### src/rtl/spi_frame_slave.sv
module spi_frame_slave #(
  parameter int SYNC_STAGES = 2
) (
  input  logic        clk,
  input  logic        rst_n,
  input  logic        spi_sclk,
  input  logic        spi_cs_n,
  input  logic        spi_mosi,
  output logic        spi_miso,
  output logic [15:0] bus_addr,
  output logic [4:0]  bus_blk,
  output logic        bus_wr,
  output logic [7:0]  bus_wdata,
  output logic        bus_rd,
  input  logic [7:0]  bus_rdata
);
  localparam int AW = 16;
  localparam int BW = 5;
  localparam int DW = 8;
  localparam int TOP = SYNC_STAGES - 1;

  typedef enum logic [1:0] {PH_ADDR, PH_CTRL, PH_DATA, PH_DONE} phase_t;

  logic [TOP:0] sclk_sy, cs_sy, mosi_sy;
  logic         sclk_d;
  phase_t       phase;
  logic [2:0]   bit_cnt;
  logic         hi_done;
  logic [DW-1:0] sh_in, wdata_q, txbuf, tx_sh;
  logic [AW-1:0] addr;
  logic [BW-1:0] blk;
  logic          is_wr, fixed, wr_q, rd_q, cap_q;
  logic [2:0]    left;

  always_ff @(posedge clk or negedge rst_n)
    if (!rst_n) begin
      sclk_sy <= '0;
      cs_sy   <= '1;
      mosi_sy <= '0;
      sclk_d  <= 1'b0;
    end else begin
      sclk_sy <= {sclk_sy[TOP-1:0], spi_sclk};
      cs_sy   <= {cs_sy[TOP-1:0], spi_cs_n};
      mosi_sy <= {mosi_sy[TOP-1:0], spi_mosi};
      sclk_d  <= sclk_sy[TOP];
    end

  wire          cs_hi    = cs_sy[TOP];
  wire          rise     = sclk_sy[TOP] & ~sclk_d;
  wire          fall     = ~sclk_sy[TOP] & sclk_d;
  wire [DW-1:0] byte_in  = {sh_in[DW-2:0], mosi_sy[TOP]};
  wire          last_bit = rise && bit_cnt == 3'd7;
  wire          more     = !fixed || left != 3'd1;
  wire [2:0]    len      = byte_in[1:0] == 2'b01 ? 3'd1 :
                           byte_in[1:0] == 2'b10 ? 3'd2 :
                           byte_in[1:0] == 2'b11 ? 3'd4 : 3'd0;

  always_ff @(posedge clk or negedge rst_n)
    if (!rst_n) begin
      phase   <= PH_ADDR;
      bit_cnt <= '0;
      hi_done <= 1'b0;
      sh_in   <= '0;
      wdata_q <= '0;
      txbuf   <= '0;
      tx_sh   <= '0;
      addr    <= '0;
      blk     <= '0;
      is_wr   <= 1'b0;
      fixed   <= 1'b0;
      left    <= '0;
      wr_q    <= 1'b0;
      rd_q    <= 1'b0;
      cap_q   <= 1'b0;
    end else begin
      wr_q  <= 1'b0;
      rd_q  <= 1'b0;
      cap_q <= rd_q;
      if (cap_q) txbuf <= bus_rdata;
      if (wr_q) addr <= addr + 16'd1;
      if (cs_hi) begin
        phase   <= PH_ADDR;
        bit_cnt <= '0;
        hi_done <= 1'b0;
        tx_sh   <= '0;
      end else begin
        if (rise) begin
          sh_in   <= byte_in;
          bit_cnt <= bit_cnt + 3'd1;
        end
        if (fall)
          tx_sh <= bit_cnt != 3'd0 ? {tx_sh[DW-2:0], 1'b0} :
                   (phase == PH_DATA && !is_wr) ? txbuf : '0;
        if (last_bit)
          case (phase)
            PH_ADDR:
              if (!hi_done) begin
                addr[15:8] <= byte_in;
                hi_done    <= 1'b1;
              end else begin
                addr[7:0] <= byte_in;
                phase     <= PH_CTRL;
              end
            PH_CTRL: begin
              blk   <= byte_in[7:3];
              is_wr <= byte_in[2];
              fixed <= |byte_in[1:0];
              left  <= len;
              rd_q  <= !byte_in[2];
              phase <= PH_DATA;
            end
            PH_DATA: begin
              if (fixed) left <= left - 3'd1;
              if (!more) phase <= PH_DONE;
              if (is_wr) begin
                wr_q    <= 1'b1;
                wdata_q <= byte_in;
              end else begin
                addr <= addr + 16'd1;
                rd_q <= more;
              end
            end
            default: ;
          endcase
      end
    end

  assign spi_miso  = tx_sh[DW-1];
  assign bus_addr  = addr;
  assign bus_blk   = blk;
  assign bus_wr    = wr_q;
  assign bus_rd    = rd_q;
  assign bus_wdata = wdata_q;

  AST_WR_RD_EXCL: assert property (@(posedge clk) disable iff (!rst_n)
    !(bus_wr && bus_rd));
  AST_WR_PULSE: assert property (@(posedge clk) disable iff (!rst_n)
    bus_wr |=> !bus_wr);
  AST_RD_PULSE: assert property (@(posedge clk) disable iff (!rst_n)
    bus_rd |=> !bus_rd);
  AST_IDLE_QUIET: assert property (@(posedge clk) disable iff (!rst_n)
    $past(cs_hi) |-> !bus_wr && !bus_rd && !spi_miso);
  AST_DONE_QUIET: assert property (@(posedge clk) disable iff (!rst_n)
    (phase == PH_DONE && $past(phase == PH_DONE)) |-> !bus_wr && !bus_rd);
  AST_LEFT_RANGE: assert property (@(posedge clk) disable iff (!rst_n)
    left <= 3'd4);
endmodule

### config.mk
export PLATFORM = sky130hd
export DESIGN_NAME = spi_frame_slave
export DESIGN_NICKNAME = d
export VERILOG_FILES = /design/src/rtl/spi_frame_slave.sv
export SDC_FILE = /design/constraint.sdc
export NUM_CORES = 1
export LEC_CHECK = 0
export BUFFER_PORTS_ARGS = -buffer_cell sky130_fd_sc_hd__buf_2
export CORE_AREA = 2 2 65 128
export DETAILED_ROUTE_END_ITERATION = 8
export DIE_AREA = 0 0 67 130
export MAX_ROUTING_LAYER = met4
export PLACE_DENSITY = 0.78
export SYNTH_ARGS = -nofsm -noshare
export SYNTH_HDL_FRONTEND = slang
export SYNTH_SLANG_ARGS = --single-unit
export TNS_END_PERCENT = 1
### constraint.sdc
create_clock -name clk -period 2 [get_ports clk]
set_input_delay 0.4 -clock clk [delete_from_list [all_inputs] [get_ports clk]]
set_output_delay 0.4 -clock clk [all_outputs]
set_load 0.05 [all_outputs]
==> tab_implementation.tex <==
\begin{tabular}{lr}
\hline
Metric & Value \\
\hline
\multicolumn{2}{l}{\textbf{STA}} \\
Unrepaired setup endpoints after global routing & no \\
Worst-Margin Slew & 0.5415 ns \\
Number of hold-slack violations in the final timing report & 0 \\
Fin. max-slew vios & 0 \\
Normalized max-slew margin & 63.90\% \\
Total Neg Setup Slack & 0 ns \\
Final clock period utilization by the worst path & 95.12\% \\
Final Critical Period & 1.902 ns \\
Fmax achieved & 525.7 MHz \\
Worst clock skew & 0.008475 ns \\
Number of setup violations in the final report & 0 \\
\multicolumn{2}{l}{\textbf{Route}} \\
Final routed wire length divided by cell count & 16.38 um \\
Iteration-0 DRC Markers & 136 \\
1st-pass router iterations & 4 \\
Total via count in the routed design & 2,787 \\
Remaining number of nets flagged by the antenna check after routing & 0 \\
Post-route DRC & 0 \\
Routed vias/inst & 5.642 \\
Final Routed Wirelength & 8093 um \\
\multicolumn{2}{l}{\textbf{Floorplanning}} \\
Chip height & 130 um \\
Core footprint & 7828 um\^{}2 \\
Die Span X & 67 um \\
Die ar. & 8710 um\^{}2 \\
I/O Pins & 45 \\
Effective utilization at floorplan & 46.87\% \\
Row count & 46 \\
\multicolumn{2}{l}{\textbf{Finish}} \\
Register area & 1832 um\^{}2 \\
Fill count & 688 \\
Layout cell share with drive strength beyond 1 & 33.17\% \\
Area of combinational cells with multiple inputs & 1720 um\^{}2 \\
Most common cell after layout, fill and taps aside & sky130\_fd\_sc\_hd\_\_dfrtp\_1 \\
Final Net Count & 415 \\
Share of the core filled with cells & 56.41\% \\
Most used cells in the layout excluding fill and tap cells & sky130\_fd\_sc\_hd\_\_dfrtp\_1 (69), sky130\_fd\_sc\_hd\_\_buf\_2 (44), sky130\_fd\_sc\_hd\_\_mux2\_2 (29), sky130\_fd\_sc\_hd\_\_nor2\_1 (24), sky130\_fd\_sc\_hd\_\_buf\_4 (24) \\
Area grow syn2layout & 20.36\% \\
\# diodes & 0 \\
\multicolumn{2}{l}{\textbf{Clocking}} \\
Buffers from clock root to sink, at most & 2 \\
Post-CTS setup buffers & 0 \\
Master cell of the clock root buffer & sky130\_fd\_sc\_hd\_\_clkbuf\_16 \\
Number of buffers created by CTS & 9 \\
Insertion delay to the later sink of the worst-skew pair & 0.33 ns \\
Clock transition at the register clock pins on the worst setup and hold paths after CTS & 0.06 ns \\
Number of levels the H-tree was split into & 3 \\
Post-cts gate resize count & 0 \\
Number of sinks on the clock net & 73 \\
Clock tree from TritonCTS & done \\
Hold\_buf cts & 0 \\
\multicolumn{2}{l}{\textbf{Power and ir drop}} \\
Power density over the cells & 782.6 nW/um\^{}2 \\
Reported net switching power & 0.8101 mW \\
Int Power & 2.645 mW \\
Logic gate share of total power & 5.3\% \\
Net switching fraction of the power & 23.44\% \\
Total power after layout & 3.456 mW \\
Leakage power total & 2.063 nW \\
Clock power share & 45.4\% \\
Worst vdd ir & 0.0006160 V \\
Proportion of power drawn by flip-flops and latches & 49.4\% \\
\multicolumn{2}{l}{\textbf{Placed design}} \\
GP Congestion & 0.9248 \\
Number of buffers added on ports & 44 \\
Half-perimeter wire length after detailed placement & 5807 um \\
\multicolumn{2}{l}{\textbf{Synthesis}} \\
Seq cells post-synth & 73 \\
Leading area contributor after synthesis & sky130\_fd\_sc\_hd\_\_dfrtp\_1 \\
Gate Count Post-Synth & 334 \\
YS warnings & 0 \\
Count of unique library cells instantiated by Yosys & 54 \\
Number of flops mapped to enable cells by yosys & 0 \\
Area share of the leading cell type in the synthesized netlist & 48.43\% \\
Cells taking the most area after synthesis & sky130\_fd\_sc\_hd\_\_dfrtp\_1 (48\%), sky130\_fd\_sc\_hd\_\_mux2\_2 (8.9\%), sky130\_fd\_sc\_hd\_\_a22oi\_1 (3.1\%) \\
Combined area of all synthesized cells & 3669 um\^{}2 \\
Post-synthesis async set-or-reset flop share & 100.0\% \\
Syn Nets & 356 \\
Portion of the post-synthesis area used by sequential elements & 49.86\% \\
Prevailing post-synth register cell & sky130\_fd\_sc\_hd\_\_dfrtp\_1 \\
Mean cell area of the mapped netlist & 10.98 um\^{}2 \\
\multicolumn{2}{l}{\textbf{Global routing}} \\
Vias in the first global route & 2,843 \\
Global router's overall resource usage & 21.10\% \\
Number of antenna violations at the first check in global routing & 0 \\
Pin count of the biggest net entering global routing & 27 \\
Overflow left after global routing & 0 \\
Global-route wire length before repair & 13,390 um \\
\multicolumn{2}{l}{\textbf{Setup path}} \\
Data arrival time of the critical path & 2.12 ns \\
Reg-to-reg critical path startpoint & bit\_cnt[0]\$\_DFFE\_PN0P\_ \\
Startpoint of the worst setup timing path & bit\_cnt[0]\$\_DFFE\_PN0P\_ \\
Total buffers and inverters traversed by the critical path & 0 \\
Largest driver fanout on the critical path & 7 \\
Most frequent CP cell & sky130\_fd\_sc\_hd\_\_o22a\_1 \\
Worst EP required & 2.22 ns \\
Category of the critical setup timing path & reg2reg \\
List of cells traversed by the critical path & ha\_1 -> ha\_2 -> and4bb\_2 -> nand2\_1 -> o22a\_1 -> o22a\_1 -> a22o\_1 \\
Crit path launch type & register \\
Cell with the largest stage delay on the worst path & sky130\_fd\_sc\_hd\_\_dfrtp\_1 \\
Kind of cell adding the most delay to the critical path & compound AO/OA/AOI/OAI gates \\
Slowest Stage Delay on Critical Path & 0.38 ns \\
Critical Path Sink Type & register \\
\multicolumn{2}{l}{\textbf{Outcome}} \\
Result of the run & finished, final reports clean \\
\multicolumn{2}{l}{\textbf{Hold path}} \\
Hold Crit Class & in2async \\
\multicolumn{2}{l}{\textbf{Job}} \\
Max cap viols & 0 \\
\hline
\end{tabular}
## cell usage after synthesis, types with 8 or more instances
library cell	count
sky130_fd_sc_hd__buf_2	10
sky130_fd_sc_hd__o21ai_0	9
sky130_fd_sc_hd__dfrtp_1	71
sky130_fd_sc_hd__inv_1	8
sky130_fd_sc_hd__o22ai_1	9
sky130_fd_sc_hd__clkbuf_1	9
sky130_fd_sc_hd__ha_1	9
sky130_fd_sc_hd__mux2_2	29
sky130_fd_sc_hd__nand2_1	23
sky130_fd_sc_hd__nor2_1	25
sky130_fd_sc_hd__nand3_1	10
sky130_fd_sc_hd__a21oi_1	12
sky130_fd_sc_hd__a22oi_1	15
sky130_fd_sc_hd__a211oi_1	8
sky130_fd_sc_hd__xor2_1	10
## layer usage
metal,vias to the layer above,GRT usage (%),wire length [um]
li1,1324,-,-
met1,1359,26.27,3423
met2,83,33.02,4014
met3,21,3.793,445
met4,0,9.724,210
met5,-,-,0
## registers in the layout (all words and copies together), names as in the netlist, 2 cells and up
signal     count
phase          2
mosi_sy        2
bus_wdata      8
tx_sh          8
txbuf          8
bus_addr      16
sclk_sy        2
bit_cnt        3
bus_blk        5
cs_sy          2
left           3
sh_in          7
## kinds of logic after synthesis
group	Yosys count	synth area share [%]
xor+xnor	17	4.059
fa+ha+maj	9	3.070
mux	33	9.993
buf+inv	29	3.513
simple gates	100	15.83
compound gates	73	13.68
flops	73	49.86
## cell type report
class,instances,share of cell area [%]
clock buffers,13,5.667
clock inverters,3,0.9634
inverters,8,0.6801
multi-input cells,232,38.96
flip-flops and latches,73,41.48
well taps,96,2.720
repair buffers,69,9.521
## power by group through the flow
| stage | Combinational (mW) | Sequential [mW] | Clock (mW) |
|---|---|---|---|
| global route | 0.203 | 1.71 | 1.67 |
| floorplan | 0.119 | 1.65 | 0 |
| CTS | 0.186 | 1.70 | 1.59 |
| global placement | 0.175 | 1.71 | 0 |
| detailed placement | 0.184 | 1.72 | 0 |
| finish | 0.182 | 1.71 | 1.57 |
## worst paths after layout
kind | slack (ns) | depth (start not counted) | end
setup / recovery | 0.1 | 7 | bus_addr[11]$_DFF_PN0_
setup reg to reg | 0.1 | 7 | bus_addr[11]$_DFF_PN0_
hold / removal | 0.06 | 1 | bus_addr[5]$_DFF_PN0_
max in group asynchronous | 1.32 | 2 | cs_sy[0]$_DFF_PN1_
min in group clk | 0.17 | 1 | cs_sy[0]$_DFF_PN1_
hold reg to reg | 0.35 | 0 | mosi_sy[1]$_DFF_PN0_
## metrics by stage
stage | setup WS, ns | area [um^2] | std cells | hold WS, ns
after CTS | 0.01079 | 4405 | 494 | 0.06593
final | 0.09770 | 4415 | 494 | 0.05677
after floorplan | 0.008489 | 3671 | 334 | 0.1044
after global routing | 0.004639 | 4415 | 494 | 0.09374
after detailed placement | 0.002848 | 4113 | 478 | 0.3479
after global placement | 0.09314 | 4113 | 478 | 0.3316
No activity file was read; power rests on OpenSTA's default activity.
